==> src/rtl/i2c_seq_pkg.sv <==
package i2c_seq_pkg;
  typedef enum logic [1:0] {OP_WRITE = 2'd0, OP_READ = 2'd1, OP_PROBE = 2'd2, OP_RSVD = 2'd3} op_e;

  typedef enum logic [2:0] {
    ERR_NONE   = 3'd0,
    ERR_BUSY   = 3'd1,
    ERR_TX_TMO = 3'd2,
    ERR_NO_ACK = 3'd3,
    ERR_RX_TMO = 3'd4,
    ERR_PARAM  = 3'd5
  } err_e;

  typedef enum logic [1:0] {PH_DADDR, PH_SUB, PH_RADDR, PH_DATA} ph_e;

  typedef enum logic [2:0] {
    S_IDLE, S_FETCH, S_WAIT_BUS, S_ISSUE, S_WAIT_TX, S_WAIT_RX, S_PUSH, S_FINISH
  } st_e;

  typedef struct packed {
    logic       rd;
    logic       start;
    logic       stop;
    logic       nack;
    logic [7:0] data;
  } cmd_t;
endpackage

==> src/rtl/i2c_seq_timer.sv <==
module i2c_seq_timer #(
  parameter int TICK_DIV   = 2000,
  parameter int TICK_LIMIT = 1000
) (
  input  logic clk_i,
  input  logic rst_ni,
  input  logic run_i,
  input  logic clr_i,
  output logic expired_o
);
  localparam int DW = (TICK_DIV > 1) ? $clog2(TICK_DIV) : 1;
  localparam int LW = $clog2(TICK_LIMIT + 1);

  logic [DW-1:0] pre_q;
  logic [LW-1:0] polls_q;

  assign expired_o = (polls_q == LW'(TICK_LIMIT));

  always_ff @(posedge clk_i or negedge rst_ni) begin
    if (!rst_ni) begin
      pre_q   <= '0;
      polls_q <= '0;
    end else if (!run_i || clr_i) begin
      pre_q   <= '0;
      polls_q <= '0;
    end else if (!expired_o) begin
      if (pre_q == DW'(TICK_DIV - 1)) begin
        pre_q   <= '0;
        polls_q <= polls_q + LW'(1);
      end else begin
        pre_q <= pre_q + DW'(1);
      end
    end
  end

  AST_TMR_CAP: assert property (@(posedge clk_i) disable iff (!rst_ni)
    polls_q <= LW'(TICK_LIMIT));
  AST_TMR_IDLE_ZERO: assert property (@(posedge clk_i) disable iff (!rst_ni)
    !run_i |=> !expired_o);
endmodule

==> src/rtl/i2c_seq_plan.sv <==
module i2c_seq_plan
  import i2c_seq_pkg::*;
#(
  parameter int SUB_MAX = 4,
  parameter int CNT_W   = 8,
  localparam int SLW    = $clog2(SUB_MAX + 1),
  localparam int IW     = (SUB_MAX > 1) ? $clog2(SUB_MAX) : 1
) (
  input  op_e                  op_i,
  input  logic [6:0]           dev_i,
  input  logic [8*SUB_MAX-1:0] sub_i,
  input  logic [SLW-1:0]       sub_len_i,
  input  ph_e                  ph_i,
  input  logic [IW-1:0]        idx_i,
  input  logic [CNT_W-1:0]     rem_i,
  input  logic [7:0]           wbyte_i,
  output cmd_t                 cmd_o,
  output ph_e                  nxt_ph_o,
  output logic [IW-1:0]        nxt_idx_o,
  output logic                 last_o
);
  logic [7:0] sub_b [SUB_MAX];

  for (genvar g = 0; g < SUB_MAX; g++) begin : g_sub
    assign sub_b[g] = sub_i[8*g +: 8];
  end

  logic is_wr, rem_zero, rem_one;
  assign is_wr    = (op_i == OP_WRITE);
  assign rem_zero = (rem_i == '0);
  assign rem_one  = (rem_i == CNT_W'(1));

  always_comb begin
    cmd_o     = '0;
    nxt_ph_o  = ph_i;
    nxt_idx_o = idx_i;
    last_o    = 1'b0;
    unique case (ph_i)
      PH_DADDR: begin
        cmd_o.data  = {dev_i, 1'b0};
        cmd_o.start = 1'b1;
        cmd_o.stop  = is_wr && (sub_len_i == '0) && rem_zero;
        last_o      = cmd_o.stop;
        if (sub_len_i != '0) begin
          nxt_ph_o  = PH_SUB;
          nxt_idx_o = IW'(sub_len_i - SLW'(1));
        end else begin
          nxt_ph_o = is_wr ? PH_DATA : PH_RADDR;
        end
      end
      PH_SUB: begin
        cmd_o.data = sub_b[idx_i];
        cmd_o.stop = is_wr && (idx_i == '0) && rem_zero;
        last_o     = cmd_o.stop;
        if (idx_i != '0) nxt_idx_o = idx_i - IW'(1);
        else nxt_ph_o = is_wr ? PH_DATA : PH_RADDR;
      end
      PH_RADDR: begin
        cmd_o.data  = {dev_i, 1'b1};
        cmd_o.start = 1'b1;
        nxt_ph_o    = PH_DATA;
      end
      default: begin
        if (is_wr) begin
          cmd_o.data = wbyte_i;
        end else begin
          cmd_o.rd   = 1'b1;
          cmd_o.nack = rem_one;
        end
        cmd_o.stop = rem_one;
        last_o     = rem_one;
      end
    endcase
  end
endmodule

==> src/rtl/i2c_xact_seq.sv <==
module i2c_xact_seq
  import i2c_seq_pkg::*;
#(
  parameter int SUB_MAX    = 4,
  parameter int CNT_W      = 8,
  parameter int TICK_DIV   = 2000,
  parameter int TICK_LIMIT = 1000,
  localparam int SLW       = $clog2(SUB_MAX + 1)
) (
  input  logic                 clk_i,
  input  logic                 rst_ni,
  input  logic                 req_valid_i,
  output logic                 req_ready_o,
  input  logic [1:0]           req_op_i,
  input  logic [6:0]           req_dev_i,
  input  logic [8*SUB_MAX-1:0] req_sub_i,
  input  logic [SLW-1:0]       req_sub_len_i,
  input  logic [CNT_W-1:0]     req_count_i,
  input  logic                 wr_valid_i,
  output logic                 wr_ready_o,
  input  logic [7:0]           wr_data_i,
  output logic                 rd_valid_o,
  input  logic                 rd_ready_i,
  output logic [7:0]           rd_data_o,
  output logic                 cmd_valid_o,
  output logic [7:0]           cmd_data_o,
  output logic                 cmd_rd_o,
  output logic                 cmd_start_o,
  output logic                 cmd_stop_o,
  output logic                 cmd_nack_o,
  input  logic                 eng_busy_i,
  input  logic                 eng_tx_done_i,
  input  logic                 eng_ack_i,
  input  logic                 eng_rx_done_i,
  input  logic [7:0]           eng_rx_data_i,
  output logic                 eng_rst_o,
  output logic                 done_o,
  output logic [2:0]           err_o
);
  localparam int IW = (SUB_MAX > 1) ? $clog2(SUB_MAX) : 1;

  st_e                  st_q, st_d, route;
  err_e                 err_q, err_d;
  op_e                  op_q, req_op;
  ph_e                  ph_q, nxt_ph;
  logic [6:0]           dev_q;
  logic [8*SUB_MAX-1:0] sub_q;
  logic [SLW-1:0]       sub_len_q;
  logic [IW-1:0]        idx_q, nxt_idx;
  logic [CNT_W-1:0]     rem_q;
  logic [7:0]           wbuf_q, rbuf_q;
  logic                 last, adv, accept, req_bad, tmo, tmr_run;
  cmd_t                 cmd;

  assign req_op  = op_e'(req_op_i);
  assign req_bad = (req_op == OP_RSVD)
                || (req_op == OP_READ && req_count_i == '0)
                || (req_sub_len_i > SLW'(SUB_MAX));

  i2c_seq_plan #(.SUB_MAX(SUB_MAX), .CNT_W(CNT_W)) u_plan (
    .op_i(op_q), .dev_i(dev_q), .sub_i(sub_q), .sub_len_i(sub_len_q),
    .ph_i(ph_q), .idx_i(idx_q), .rem_i(rem_q), .wbyte_i(wbuf_q),
    .cmd_o(cmd), .nxt_ph_o(nxt_ph), .nxt_idx_o(nxt_idx), .last_o(last)
  );

  assign tmr_run = (st_q == S_WAIT_BUS) || (st_q == S_WAIT_TX) || (st_q == S_WAIT_RX);

  i2c_seq_timer #(.TICK_DIV(TICK_DIV), .TICK_LIMIT(TICK_LIMIT)) u_tmr (
    .clk_i(clk_i), .rst_ni(rst_ni), .run_i(tmr_run), .clr_i(st_d != st_q),
    .expired_o(tmo)
  );

  always_comb begin
    st_d   = st_q;
    err_d  = err_q;
    adv    = 1'b0;
    accept = 1'b0;
    route  = (nxt_ph == PH_DATA && op_q == OP_WRITE) ? S_FETCH : S_WAIT_BUS;
    unique case (st_q)
      S_IDLE: if (req_valid_i) begin
        accept = 1'b1;
        if (req_bad) begin
          st_d  = S_FINISH;
          err_d = ERR_PARAM;
        end else begin
          st_d = S_WAIT_BUS;
        end
      end
      S_FETCH: if (wr_valid_i) st_d = S_WAIT_BUS;
      S_WAIT_BUS: begin
        if (!eng_busy_i) st_d = S_ISSUE;
        else if (tmo) begin
          st_d  = S_FINISH;
          err_d = ERR_BUSY;
        end
      end
      S_ISSUE: st_d = cmd.rd ? S_WAIT_RX : S_WAIT_TX;
      S_WAIT_TX: begin
        if (eng_tx_done_i) begin
          if (!eng_ack_i) begin
            st_d  = S_FINISH;
            err_d = ERR_NO_ACK;
          end else begin
            adv = 1'b1;
            if (last) begin
              st_d  = S_FINISH;
              err_d = ERR_NONE;
            end else st_d = route;
          end
        end else if (tmo) begin
          st_d  = S_FINISH;
          err_d = ERR_TX_TMO;
        end
      end
      S_WAIT_RX: begin
        if (eng_rx_done_i) begin
          if (op_q == OP_PROBE) begin
            adv = 1'b1;
            if (last) begin
              st_d  = S_FINISH;
              err_d = ERR_NONE;
            end else st_d = route;
          end else st_d = S_PUSH;
        end else if (tmo) begin
          st_d  = S_FINISH;
          err_d = ERR_RX_TMO;
        end
      end
      S_PUSH: if (rd_ready_i) begin
        adv = 1'b1;
        if (last) begin
          st_d  = S_FINISH;
          err_d = ERR_NONE;
        end else st_d = route;
      end
      default: st_d = S_IDLE;
    endcase
  end

  always_ff @(posedge clk_i or negedge rst_ni) begin
    if (!rst_ni) begin
      st_q      <= S_IDLE;
      err_q     <= ERR_NONE;
      op_q      <= OP_WRITE;
      ph_q      <= PH_DADDR;
      dev_q     <= '0;
      sub_q     <= '0;
      sub_len_q <= '0;
      idx_q     <= '0;
      rem_q     <= '0;
      wbuf_q    <= '0;
      rbuf_q    <= '0;
    end else begin
      st_q  <= st_d;
      err_q <= err_d;
      if (accept) begin
        op_q      <= req_op;
        dev_q     <= req_dev_i;
        sub_q     <= req_sub_i;
        sub_len_q <= req_sub_len_i;
        idx_q     <= '0;
        if (req_op == OP_PROBE) begin
          ph_q  <= PH_RADDR;
          rem_q <= CNT_W'(1);
        end else begin
          ph_q  <= PH_DADDR;
          rem_q <= req_count_i;
        end
      end
      if (adv) begin
        ph_q  <= nxt_ph;
        idx_q <= nxt_idx;
        if (ph_q == PH_DATA) rem_q <= rem_q - CNT_W'(1);
      end
      if (st_q == S_FETCH && wr_valid_i) wbuf_q <= wr_data_i;
      if (st_q == S_WAIT_RX && eng_rx_done_i) rbuf_q <= eng_rx_data_i;
    end
  end

  assign req_ready_o = (st_q == S_IDLE);
  assign wr_ready_o  = (st_q == S_FETCH);
  assign rd_valid_o  = (st_q == S_PUSH);
  assign rd_data_o   = rbuf_q;
  assign cmd_valid_o = (st_q == S_ISSUE);
  assign cmd_data_o  = cmd.data;
  assign cmd_rd_o    = cmd.rd;
  assign cmd_start_o = cmd.start;
  assign cmd_stop_o  = cmd.stop;
  assign cmd_nack_o  = cmd.nack;
  assign done_o      = (st_q == S_FINISH);
  assign eng_rst_o   = (st_q == S_FINISH);
  assign err_o       = err_q;

  AST_START_NO_READ: assert property (@(posedge clk_i) disable iff (!rst_ni)
    cmd_valid_o && cmd_start_o |-> !cmd_rd_o);
  AST_NACK_WITH_STOP: assert property (@(posedge clk_i) disable iff (!rst_ni)
    cmd_valid_o && cmd_nack_o |-> cmd_stop_o && cmd_rd_o);
  AST_RD_HOLD: assert property (@(posedge clk_i) disable iff (!rst_ni)
    rd_valid_o && !rd_ready_i |=> rd_valid_o && $stable(rd_data_o));
  AST_ISSUE_BUS_FREE: assert property (@(posedge clk_i) disable iff (!rst_ni)
    cmd_valid_o |-> !$past(eng_busy_i));
  AST_DONE_PULSE: assert property (@(posedge clk_i) disable iff (!rst_ni)
    done_o |=> !done_o && req_ready_o);
  AST_ERR_HELD: assert property (@(posedge clk_i) disable iff (!rst_ni)
    !done_o |-> $stable(err_o));
  AST_IDLE_QUIET: assert property (@(posedge clk_i) disable iff (!rst_ni)
    req_ready_o |-> !cmd_valid_o && !wr_ready_o && !rd_valid_o);
endmodule

==> config.mk <==
export PLATFORM = sky130hd
export DESIGN_NAME = i2c_xact_seq
export DESIGN_NICKNAME = d
export VERILOG_FILES = /design/src/rtl/i2c_seq_pkg.sv /design/src/rtl/i2c_seq_timer.sv /design/src/rtl/i2c_seq_plan.sv /design/src/rtl/i2c_xact_seq.sv
export SDC_FILE = /design/constraint.sdc
export NUM_CORES = 1
export LEC_CHECK = 0
export BUFFER_PORTS_ARGS = -buffer_cell sky130_fd_sc_hd__buf_4
export CORE_MARGIN = 10
export CORE_UTILIZATION = 45
export CTS_CLUSTER_SIZE = 30
export DETAILED_ROUTE_END_ITERATION = 16
export PLACE_DENSITY = 0.75
export SETUP_SLACK_MARGIN = 0.02
export SLEW_MARGIN = 5
export SYNTH_ARGS = -nofsm -noshare
export SYNTH_HDL_FRONTEND = slang
export SYNTH_HIERARCHICAL = 1
export SYNTH_SLANG_ARGS = --single-unit
==> constraint.sdc <==
create_clock -name clk_i -period 5 [get_ports clk_i]
set_input_delay 0.5 -clock clk_i [delete_from_list [all_inputs] [get_ports clk_i]]
set_output_delay 0.5 -clock clk_i [all_outputs]
set_load 0.01 [all_outputs]
=== After elaboration in Yosys (flattened, before gate mapping) ===
Cells that the tools add are included.

* Register bits after elaboration: 99
* Latch bits: 0
* Bits in writable memories: 0
* ROM bits: 0
* Input port bits: 77
* Output and inout bits: 29
* Logic and storage cells: 151
* Memories: 0

* Add/subtract/negate cells: 5
* Multipliers: 0
* Divide/modulo/power cells: 0
* $lt $le $gt $ge: 2
* Eq/ne operators: 31
* Shifts and indexed selects: 0
* Muxes and demuxes: 68
* Bitwise gates (word level): 1
* Reductions and logical operators: 31

{| class="wikitable"
|+ Operators with widths
! kind !! count
|-
| two-way mux 3 bit || 23
|-
| two-way mux 8 bit || 7
|-
| two-way mux 11 bit || 3
|-
| two-way mux 10 bit || 3
|-
| one-hot mux 8 bit (3 select lines) || 1
|-
| one-hot mux 3 bit (7 select lines) || 1
|-
| two-way mux 2 bit || 10
|-
| binary-select mux 8 bit (select 2 bit) || 1
|-
| zero test 8 bit || 2
|-
| one-hot mux 3 bit (5 select lines) || 1
|-
| two-way mux 1 bit || 14
|-
| == test 2 bit, second input constant || 6
|-
| == test 3 bit, second input constant || 4
|-
| adder 11 x 1 -> 11 bit, second input constant || 1
|-
| == test 11 bit, second input constant || 1
|-
| adder 10 x 1 -> 10 bit, second input constant || 1
|-
| == test 10 bit, second input constant || 1
|-
| inequality test 3 x 2 -> 1 bit, second input constant || 3
|-
| AND reduction 9 bit || 1
|-
| == test 8 x 1 -> 1 bit, second input constant || 1
|-
| logical AND 1 bit || 8
|-
| subtractor 8 x 1 -> 8 bit, second input constant || 1
|-
| == test 3 x 2 -> 1 bit, second input constant || 2
|-
| zero test 2 bit || 3
|-
| other kinds (24) || 39
|}

=== Longest topological paths before layout ===
* Depth in word-level cells: 15
* Depth in mapped cells: 17
* Gate-level depth less buffers: 15

=== Modules after synthesis ===
Netlist, hierarchy kept.

{| class="wikitable"
|+ By module, submodules not included
! module !! times used !! cells an instance !! area each (um2) !! seq. area each (um2)
|-
| i2c_xact_seq || 1 || 408 || 3694.8 || 1951.9
|-
| i2c_seq_timer || 1 || 126 || 1167.4 || 525.5
|-
| i2c_seq_plan || 1 || 72 || 554.3 || 0.0
|}

=== Least setup slack after synthesis ===
OpenSTA, ideal clock, no wires.

* Path type: reg-to-reg
* Start point: reg sub_len_q[0]
* End point: reg u_tmr.pre_q[3]
* Library setup time: 0.079 ns
* Arrival time: 3.596 ns
* Required time: 4.921 ns
* Setup slack: 1.325 ns
* Stages on the path, launching flop included: 16
* Buffers on the path: 1
* Period minus slack after synthesis: 3.675 ns
* Cells stage by stage: dfrtp_1 inv_1 ha_1 nor2b_1 a2bb2oi_1 or3_1 and3_1 o32a_1 or3_4 xnor2_1 nand4_1 nand2b_1 nor4_1 clkbuf_1 o21ai_0 a21oi_1

* Word-level cells in the longest chain between the ends: 13
* Elaborated cells on any way between the ends: 21
* Classes of those cells: eq/ne: 3; mux: 12; reduce/logical: 6

{| class="wikitable"
|+ Ends and longest elaborated chain
! item !! line !! source
|-
| start: declaration || i2c_xact_seq.sv:48 || <nowiki>logic [SLW-1:0] sub_len_q;</nowiki>
|-
| start signal: assignment || i2c_xact_seq.sv:160 || <nowiki>sub_len_q <= req_sub_len_i;</nowiki>
|-
| nonzero test 3 bit (*) || i2c_seq_plan.sv:44 || <nowiki>if (sub_len_i != '0) begin</nowiki>
|-
| two-way mux 2 bit (*) || i2c_seq_plan.sv:44 ||
|-
| one-hot mux 2 bit (3 select lines) (*) || i2c_seq_plan.sv:38 || <nowiki>unique case (ph_i)</nowiki>
|-
| net nxt_ph[0] || i2c_xact_seq.sv:45 || <nowiki>ph_e ph_q, nxt_ph;</nowiki>
|-
| == test 2 bit (*) || i2c_xact_seq.sv:78 || <nowiki>route = (nxt_ph == PH_DATA && op_q == OP_WRITE) ? S_FETCH : S_WAIT_BUS;</nowiki>
|-
| logical AND 1 bit (*) || i2c_xact_seq.sv:78 ||
|-
| two-way mux 2 bit (*) || i2c_xact_seq.sv:78 ||
|-
| two-way mux 3 bit (*) || i2c_xact_seq.sv:105, i2c_xact_seq.sv:119, i2c_xact_seq.sv:131 ||
|-
| two-way mux 3 bit (on tied branches) || i2c_xact_seq.sv:117, i2c_xact_seq.sv:100 ||
|-
| two-way mux 3 bit (on tied branches) || i2c_xact_seq.sv:116, i2c_xact_seq.sv:99 ||
|-
| one-hot mux 3 bit (7 select lines) (*) || i2c_xact_seq.sv:79 || <nowiki>unique case (st_q)</nowiki>
|-
| net st_d[0] || i2c_xact_seq.sv:42 || <nowiki>st_e st_q, st_d, route;</nowiki>
|-
| inequality test 3 bit (*) || i2c_xact_seq.sv:69 || <nowiki>.clk_i(clk_i), .rst_ni(rst_ni), .run_i(tmr_run), .clr_i(st_d != st_q),</nowiki>
|-
| logical OR 1 bit (*) || i2c_seq_timer.sv:23 || <nowiki>end else if (!run_i || clr_i) begin</nowiki>
|-
| inequality test 2 x 1 -> 1 bit (no line) / two-way mux 11 bit (equally long branches) || - ||
|-
| end signal: assignment || i2c_seq_timer.sv:31 || <nowiki>pre_q <= pre_q + DW'(1);</nowiki>
|-
| end: declaration || i2c_seq_timer.sv:14 || <nowiki>logic [DW-1:0] pre_q;</nowiki>
|}

Mark *: on every way through the listed nets, which the timed path passes. The rest lies on a longest branch.
A chain may end at the register's enable or synchronous reset.

=== Final worst setup path ===
* Start point: reg u_tmr.polls_q[0]
* End point: reg u_tmr.pre_q[7]

* Word-level cells in the longest chain between the ends: 7
* Elaborated cells on any way between the ends: 10
* Classes of those cells: eq/ne: 3; mux: 6; reduce/logical: 1

{| class="wikitable"
|+ Ends and longest elaborated chain
! item !! line !! source
|-
| start: declaration || i2c_seq_timer.sv:15 || <nowiki>logic [LW-1:0] polls_q;</nowiki>
|-
| start signal: assignment || i2c_seq_timer.sv:29 || <nowiki>polls_q <= polls_q + LW'(1);</nowiki>
|-
| == test 10 bit (*) || i2c_seq_timer.sv:17 || <nowiki>assign expired_o = (polls_q == LW'(TICK_LIMIT));</nowiki>
|-
| net tmo || i2c_xact_seq.sv:52 || <nowiki>logic last, adv, accept, req_bad, tmo, tmr_run;</nowiki>
|-
| two-way mux 3 bit (*) || i2c_xact_seq.sv:92, i2c_xact_seq.sv:110, i2c_xact_seq.sv:124 ||
|-
| two-way mux 3 bit (on tied branches) || i2c_xact_seq.sv:116, i2c_xact_seq.sv:91, i2c_xact_seq.sv:99 ||
|-
| one-hot mux 3 bit (7 select lines) (*) || i2c_xact_seq.sv:79 ||
|-
| net st_d[0] || i2c_xact_seq.sv:42 ||
|-
| inequality test 3 bit (*) || i2c_xact_seq.sv:69 ||
|-
| logical OR 1 bit (*) || i2c_seq_timer.sv:23 ||
|-
| inequality test 2 x 1 -> 1 bit (no line) / two-way mux 11 bit (equally long branches) || - ||
|}

Marked as above.

==> flow_summary.yaml <==
run_status:
  outcome: "complete, no violations"
timing:
  setup_violations: 0
  rsz0062_at_grt: "false"
  fin_crit_ns: 4.10
  slew_headroom_pct: 47.9
  hold_slack_ns: 0.179
  worstMarginPinSlew_ns: 0.777
  skew_ns: 0.00660
  clock.fmax_ghz: 0.244
  maxSlewViolCount: 0
  min_period_over_period_pct: 82.0
  finalHoldViolCount: 0
  tns_ns: 0
worst_setup_path:
  worst-path-buf-inv: 3
  crit_start: "u_tmr/polls_q[0]"
  crit_type: "flop to flop"
  cp.required_ns: 5.26
  cpMaxStageDelayCell: "or4_1"
  arrival_ns: 4.37
  cp_cell_sequence: "inv_1 > ha_1 > nand4b_1 > or3_1 > clkinv_1 > nor2_1 > nor4b_1 > o32a_1 > or3_4 > xnor2_1 > nand4_1 > nand2b_1 > nor4_1 > buf_4 > or4_1 > a21oi_1"
  ff2ff_path_depth: 16
  reg2reg_from: "u_tmr/polls_q[0]"
  crit_path_start_kind: "flop"
  crit_fanout: 18
  crit_cells: 16
  end_kind: "flop"
  cpPeakStageDelay_ns: 0.51
  critPathTopFamily: "simple AND/OR/NAND/NOR gates"
synthesis:
  yosysSeqAreaShare_pct: 45.7
  netlist-cell-type-count: 64
  synth.cell_area_mm2: 0.00542
  syn_avg_cell_area_um2: 8.94
  syn_nets: 688
  synthArstFlopShare_pct: 100
  synth_edf_count: 0
  synth_area_leaders: "dfrtp_1 46%, nand2_1 11%, a21oi_1 3.6%, mux2_2 3.5%, mux2i_1 3.1%"
  yosysMostFrequentCell: "nand2_1"
  synth_warnings: 6
  synth_top_area_share_pct: 45.7
  synth_seq_cells: 99
  synthCells: 606
  synth_common_cells: "154 x nand2_1, 99 x dfrtp_1, 39 x a21oi_1, 22 x o21ai_0"
  ys.flop_type: "dfrtp_1"
  synth_top_area_cell: "dfrtp_1"
finish:
  drive_above_1_share_pct: 22.6
  multi_input_area_mm2: 0.00267
  fin_nets: 774
  regArea_mm2: 0.00248
  antennaDiodeCount: 0
  fin_area_mm2: 0.00652
  final_core_util_pct: 54.7
  syn_to_final_growth_pct: 20.4
  fillCellCount: 1081
global_routing:
  antenna_found_initial: 0
  grt_pass1_vias: 4796
  grt_max_degree: 58
  track_usage_pct: 16.5
  gr-total-overflow: 0
  grt_pass1_wl_mm: 22.9
detailed_routing:
  drt_iter0_drc: 385
  vias: 4736
  dr.pass1.iters: 5
  vias_per_cell: 5.62
  antenna_left: 0
  drc: 0
  wl_mm: 13.8
  wire_per_inst_um: 16.3
floorplan:
  ios: 106
  start_util_pct: 45.5
  die_w_um: 130
  num_rows: 40
  die_h_um: 130
  die-area_mm2: 0.0168
  core_region_area_mm2: 0.0119
clock_tree:
  htreeDepth: 3
  cts_root_buf: "clkbuf_16"
  ctsResizeCount: 0
  cts_buffer_depth: 2
  cts_setup_buffers: 0
  clock_latency_ns: 0.34
  cts_buffers: 9
  hold_buffers: 0
  cts_sinks: 99
  cts_tree: "done"
  clkSlewWorstSetupHoldPaths_ns: 0.07
job:
  max_cap_viol_count: 0
power:
  pwr_density_cell_mw_per_mm2: 540
  p_leak_nw: 2.98
  vdd_drop_max_v: 0.000211
placement:
  place_hpwl_mm: 10.3
  gp_congestion: 0.943
  io_buffers: 105
  place_area_mm2: 0.00624
min_path:
  hold_path_class: "input pin to asynchronous set/reset pin"
## power breakdown
| group | total, W | switching [W] | internal (W) |
|---|---|---|---|
| clock | 0.000664 | 0.000308 | 0.000356 |
| sequential | 0.00139 | 0.000290 | 0.00110 |
| combinational | 0.00147 | 0.000775 | 0.000691 |
## worst register-to-register path, delay by kind of cell (launching register included)
kind / cells / cell delay [ns]
flops: 1 / 0.39
xor+xnor: 1 / 0.13
fa+ha+maj: 1 / 0.20
simple gates: 9 / 2.19
buf+inv: 3 / 0.64
compound gates: 2 / 0.48
## final timing paths
| check | endpoint | slack [ns] |
|---|---|---|
| max | u_tmr/pre_q[7] | 0.90 |
| min | err_o[2] | 0.18 |
| max reg2reg | u_tmr/pre_q[7] | 0.90 |
| min reg2reg | sub_q[27] | 0.48 |
| max in group asynchronous | sub_q[28] | 3.77 |
| min in group clk_i | sub_q[15] | 0.35 |
## layout by cell type, fill, tap and decap left out, types with 3 or more instances in the layout
cell | netlist | final
xnor2_1 | 3 | 3
mux2_2 | 17 | 17
nand2b_1 | 14 | 14
and2_1 | 6 | 6
o21ai_0 | 22 | 22
mux2i_1 | 17 | 17
nor3_1 | 13 | 13
a311oi_2 | 3 | 3
nand4_1 | 5 | 5
o21ai_1 | 4 | 4
buf_4 | 2 | 110
or4_1 | 9 | 9
and3_1 | 4 | 4
o31ai_1 | 8 | 8
o311ai_0 | 3 | 3
o211ai_1 | 3 | 3
a21o_1 | 4 | 4
nand2_1 | 154 | 153
a31oi_1 | 3 | 3
a311oi_1 | 4 | 4
ha_1 | 5 | 5
dfrtp_1 | 99 | 99
o22ai_1 | 8 | 8
inv_1 | 21 | 21
nor4_1 | 7 | 7
clkbuf_16 | 0 | 9
a221o_1 | 8 | 8
or3_1 | 8 | 8
a211oi_1 | 3 | 3
nor3_2 | 3 | 3
nand3_1 | 17 | 17
nor2_1 | 21 | 21
a21oi_1 | 39 | 39
nor2b_1 | 5 | 5
## logic make-up after synthesis
family / Yosys count / share of synthesized area, %
XOR/XNOR: 3 / 0.485
adder cells (fa/ha/maj): 5 / 1.16
multiplexers: 35 / 7.09
buffers and inverters: 57 / 5.06
flip-flops: 99 / 45.7
AO/OA/AOI/OAI: 127 / 15.8
AND/OR/NAND/NOR: 280 / 24.6
## routing by layer
metal  wire length, µm  vias up  GRT usage, %
met1              5960     2260          21.2
met2              6820      148          27.4
met3               862       16          4.06
met5                 0        -             0
li1                  -     2312             -
met4               135        0          4.03
## sequential cells by signal (all words and copies together), names as in the netlist
name and flops:
u_tmr/polls_q 10, sub_q 32, rd_data_o 8, wbuf_q 8, ph_q 2, u_tmr/pre_q 11, op_q 2, err_o 3
sub_len_q 3, st_q 3, rem_q 8, dev_q 7, idx_q 2
## layout make-up
| cell class | instances | area share [%] |
|---|---|---|
| Clock inverter | 5 | 0.691 |
| Clock buffer | 10 | 3.66 |
| Timing Repair Buffer | 110 | 12.7 |
| Inverter | 22 | 1.27 |
| Multi-Input combinational cell | 450 | 40.9 |
| Sequential cell | 99 | 38.0 |
| Tap cell | 147 | 2.82 |
## through the flow
stage	setup WS [ns]	cells	power, W
after global placement	1.15	828	0.00281
after detailed placement	0.946	828	0.00287
after CTS	0.958	843	0.00355
after global routing	0.440	843	0.00380
final	0.898	843	0.00352
after floorplan	1.33	606	0.00241
Power figures use the tool's default switching activity.
